## src/rtl/dac_spi_writer.sv

```systemverilog
module dac_spi_writer #(
  parameter int HALF_DIV = 2,
  parameter int DATA_W   = 12
) (
  input  logic              clk,
  input  logic              rst_n,
  input  logic              req_valid,
  output logic              req_ready,
  input  logic              req_pair,
  input  logic              req_chan,
  input  logic              req_gain_1x,
  input  logic              req_active,
  input  logic [DATA_W-1:0] req_data,
  input  logic [DATA_W-1:0] req_data_b,
  output logic              spi_cs_n,
  output logic              spi_sck,
  output logic              spi_sdi,
  output logic              dac_ldac_n
);
  localparam int FRAME_W = DATA_W + 4;
  localparam int BIT_W   = $clog2(FRAME_W);
  localparam int CNT_W   = $clog2(2 * HALF_DIV) + 1;
  localparam logic [CNT_W-1:0] HALF_LAST = CNT_W'(HALF_DIV - 1);
  localparam logic [CNT_W-1:0] PER_LAST  = CNT_W'(2 * HALF_DIV - 1);
  localparam logic [BIT_W-1:0] BIT_LAST  = BIT_W'(FRAME_W - 1);

  typedef enum logic [1:0] {S_IDLE, S_SHIFT, S_GAP, S_LATCH} state_t;

  state_t             state;
  logic [CNT_W-1:0]   cnt;
  logic               phase;
  logic [BIT_W-1:0]   bitcnt;
  logic [FRAME_W-1:0] shreg;
  logic [FRAME_W-1:0] word_b;
  logic               pair_q;
  logic               second_q;
  logic               ldac_q;

  function automatic logic [FRAME_W-1:0] pack(input logic ch, input logic g,
                                              input logic a, input logic [DATA_W-1:0] d);
    return {ch, 1'b0, g, a, d};
  endfunction

  wire half_done = (cnt == HALF_LAST);
  wire per_done  = (cnt == PER_LAST);

  assign req_ready  = (state == S_IDLE);
  assign spi_cs_n   = (state != S_SHIFT);
  assign spi_sck    = (state == S_SHIFT) & phase;
  assign spi_sdi    = (state == S_SHIFT) & shreg[FRAME_W-1];
  assign dac_ldac_n = ldac_q;

  always_ff @(posedge clk or negedge rst_n) begin
    if (!rst_n) begin
      state    <= S_IDLE;
      cnt      <= '0;
      phase    <= 1'b0;
      bitcnt   <= '0;
      shreg    <= '0;
      word_b   <= '0;
      pair_q   <= 1'b0;
      second_q <= 1'b0;
      ldac_q   <= 1'b1;
    end else begin
      case (state)
        S_IDLE: if (req_valid) begin
          pair_q   <= req_pair;
          second_q <= 1'b0;
          shreg    <= pack(req_pair ? 1'b0 : req_chan, req_gain_1x, req_active, req_data);
          word_b   <= pack(1'b1, req_gain_1x, req_active, req_data_b);
          ldac_q   <= req_pair;
          cnt      <= '0;
          phase    <= 1'b0;
          bitcnt   <= '0;
          state    <= S_SHIFT;
        end
        S_SHIFT: if (half_done) begin
          cnt <= '0;
          if (!phase) begin
            phase <= 1'b1;
          end else begin
            phase <= 1'b0;
            if (bitcnt == BIT_LAST) begin
              state <= S_GAP;
            end else begin
              bitcnt <= bitcnt + 1'b1;
              shreg  <= shreg << 1;
            end
          end
        end else begin
          cnt <= cnt + 1'b1;
        end
        S_GAP: if (per_done) begin
          cnt <= '0;
          if (pair_q && !second_q) begin
            second_q <= 1'b1;
            shreg    <= word_b;
            bitcnt   <= '0;
            phase    <= 1'b0;
            state    <= S_SHIFT;
          end else if (pair_q) begin
            ldac_q <= 1'b0;
            state  <= S_LATCH;
          end else begin
            ldac_q <= 1'b1;
            state  <= S_IDLE;
          end
        end else begin
          cnt <= cnt + 1'b1;
        end
        S_LATCH: if (per_done) begin
          cnt    <= '0;
          ldac_q <= 1'b1;
          state  <= S_IDLE;
        end else begin
          cnt <= cnt + 1'b1;
        end
        default: state <= S_IDLE;
      endcase
    end
  end
endmodule

```

## config.mk

```make
export PLATFORM = sky130hd
export DESIGN_NAME = dac_spi_writer
export DESIGN_NICKNAME = d
export VERILOG_FILES = /design/src/rtl/dac_spi_writer.sv
export SDC_FILE = /design/constraint.sdc
export NUM_CORES = 1
export LEC_CHECK = 0
export ABC_AREA = 1
export BUFFER_PORTS_ARGS = -buffer_cell sky130_fd_sc_hd__buf_2
export CAP_MARGIN = 20
export CORE_MARGIN = 4
export CORE_UTILIZATION = 45
export CTS_CLUSTER_SIZE = 25
export DETAILED_ROUTE_END_ITERATION = 12
export HOLD_SLACK_MARGIN = 0.15
export MAX_ROUTING_LAYER = met4
export PLACE_DENSITY = 0.67
export SYNTH_ARGS = -nofsm -noshare
export SYNTH_HDL_FRONTEND = slang
export SYNTH_SLANG_ARGS = --single-unit
```

## constraint.sdc

```tcl
create_clock -name clk -period 3.05 [get_ports clk]
set_input_delay 0.305 -clock clk [delete_from_list [all_inputs] [get_ports clk]]
set_output_delay 0.305 -clock clk [all_outputs]
set_load 0.005 [all_outputs]
```

==> out/results.ini <==
[worst_setup_path]
path_class = flip-flop to flip-flop
crit_slowest_cell = dfrtp_1
critPathArrivalTime_ps = 2120
crit_family = simple AND/OR/NAND/NOR gates
end_kind = flip-flop
rrSetupSlack_ps = 1120
startpoint_type = flip-flop
critPathBufInv = 1
max_stage_delay_ps = 420
cp_common_cell = nand2_1
crit_required_ps = 3240
crit_chain = inv_1 -> ha_1 -> nand2_4 -> nand2_1 -> nor2_2 -> nand3_2 -> nand2_1 -> nand2_1
critPathMaxFanout = 20

[floorplan]
start_util_pct = 46.7
dieArea_um2 = 6610
die_w_um = 81.3
rows = 26
fp.dieH_um = 81.3
num_io_pins = 36
coreArea_um2 = 5170

[cts]
clockBufferDepth = 2
insertion_delay_ps = 300
cts_root_buf = clkbuf_8
htreeDepth = 2
cts_setup_buffers = 0
cts_resized = 0
cts_buffers = 5
cts_tree = done
cts.sinks = 44
clkSlewWorstSetupHoldPaths_ps = 80

[power]
swShare_pct = 43.2
max-vdd-ir-drop_mv = 0.385
intPower_mw = 1.47
pwr-share-clk_pct = 13.7
power.total_mw = 2.58
p_sw_mw = 1.11
power_leakage_nw = 1.47
combPwrFrac_pct = 48.5
p_per_area_nw_per_um2 = 952
sequentialPowerShare_pct = 37.8

[synthesis]
synth_area_leaders = dfrtp_1, nand2_1, mux2_4
ys_warn_count = 0
ys_seq_elements = 44
synth_top_area_cell = dfrtp_1
syn_area_per_cell_um2 = 8.03
yosys.area.top_type_share_pct = 44.5
synth_cell_types = 25
synthCells = 301
syn-num-nets = 342
yosysSeqAreaShare_pct = 45.6
syn_area_um2 = 2420

[timing]
fmax_mhz = 517
period_minus_slack_ps = 1930
slew_headroom_pct = 61.0
setup_violations = 0
worst_pin_slew_ps = 582
drv_slew = 0
rsz0062_at_grt = false
finalClockSkew_ps = 4.28
fin_crit_sh_pct = 63.4
setup_tns_ps = 0
finalHoldViolCount = 0

[cells_and_area]
nets = 376
area_growth_pct = 12.1
fillers = 507
layout-drive-gt1-share_pct = 18.5
multi_input_area_um2 = 1120
fin_util_pct = 52.4
insertedDiodeCount = 0
seq_area_um2 = 1100

[job]
maxCapViolations = 0

[route]
topRoutingLayerUsed = met4
routed_wl_um = 4780
drtAntennaViolNets = 0
firstDrtPassIters = 4
drc = 0
via_per_inst = 4.81
vias = 1948
drt_iter0_markers = 113
dr_wl_met2_um = 2150
wl_met3_um = 177
wl_per_cell_um = 11.8
wl_met1_um = 2380

[place]
place.gp.congestion = 0.841
dp_hpwl_um = 3310
portBuffers = 35

[grt]
grt_antenna_before_repair = 0
grt_overflow = 0
grt_max_degree = 45
grt_pass1_wl_um = 8350
grt_pass1_vias = 1812
gr-usage-all-layers_pct = 16.7

[outcome]
status = complete, no violations

[hold_path]
hold_path_class = input pin to flip-flop

## final cells by class
class / instances / share of cell area, %
multi-input combinational: 217 / 41.2
clock inverter: 2 / 0.462
sequential: 44 / 40.7
inverter: 29 / 4.02
clock buffer: 5 / 2.54
tap: 70 / 3.23
timing repair buffer: 38 / 7.85
## kinds of logic after synthesis
| kind of cell | after synthesis | synth area share [%] |
|---|---|---|
| xor gates and xnor gates | 1 | 0.362 |
| and+or+nand+nor | 167 | 28.2 |
| buffers and inverters | 40 | 8.18 |
| DFF | 44 | 45.6 |
| AOI/OAI and AO/OA | 29 | 6.47 |
| muxes | 10 | 6.06 |
| adders and majority gates | 10 | 5.18 |
## routing by layer
metal | GRT usage, % | up-vias
met5 | - | -
met4 | 5.91 | 0
met3 | 3.10 | 8
met2 | 24.8 | 33
met1 | 22.9 | 897
li1 | - | 1010
## layout by cell type (no fill, tap or decap), types with 3 or more instances in the layout
cell type,netlist,routed
clkbuf_8,0,5
nand4_1,3,3
inv_2,3,3
dfrtp_1,43,43
nand2_1,129,129
o211ai_1,4,4
nor2_1,11,11
o21ai_0,14,14
buf_2,2,35
nand3_1,19,19
a21oi_1,10,10
ha_1,10,10
inv_1,26,26
mux2_4,9,9
## worst reg2reg max path: stages, from the launching register on
cell,delay (ps)
dfrtp_1,420
inv_1,100
ha_1,330
nand2_4,160
nand2_1,80
nor2_2,140
nand3_2,360
nand2_1,180
nand2_1,60
## power by group through the flow
stage | Clock [mW] | Sequential (mW) | Combinational [mW]
after CTS | 0.361 | 0.975 | 1.26
after global placement | 0 | 0.982 | 1.24
after detailed placement | 0 | 0.982 | 1.26
after floorplan | 0 | 0.947 | 1.09
final | 0.354 | 0.976 | 1.25
after global routing | 0.387 | 1.01 | 1.45
## what timing repair did
item,in CTS,in global routing
hold endpoints to repair,0,43
endpoints found under the setup margin,0,0
hold buffers,0,1
## final timing paths
kind,from,endpoint,cells past startpoint
max,state[0]$_DFFE_PN0P_,shreg[5]$_DFFE_PN0P_,8
min,req_data_b[8],word_b[8]$_DFFE_PN0P_,2
max reg2reg,state[0]$_DFFE_PN0P_,shreg[5]$_DFFE_PN0P_,8
min reg2reg,word_b[15]$_DFFE_PN0P_,word_b[15]$_DFFE_PN0P_,2
max in group asynchronous,rst_n,dac_ldac_n$_DFFE_PN1P_,3
min in group asynchronous,rst_n,pair_q$_DFFE_PN0P_,2
## registers in the layout (all words and copies together), names as in the netlist
| name | flops |
|---|---|
| state | 2 |
| second_q | 1 |
| cnt | 3 |
| bitcnt | 4 |
| phase | 1 |
| dac_ldac_n | 1 |
| shreg | 16 |
| pair_q | 1 |
| word_b | 15 |
## synth_stat cells (all sizes together)
library cell	instances
a21oi	10
inv	29
ha	10
nand4	3
clkbuf	1
mux2	10
dfrtp	43
o211ai	4
xnor2	1
nand2	131
o22ai	1
o21ai	14
nand3	20
nor3b	1
dfstp	1
buf	10
nor2	12
## through the flow
step	worst slack [ps]	cells	instance area, um2	hold WS (ps)
detailed placement	1120	396	2600	437
finish	1120	405	2710	232
CTS	1100	403	2680	187
floorplan	1520	301	2420	9.41
global route	953	405	2710	213
global placement	1170	396	2600	436
Note: power is estimated with default switching activity, not from simulation.
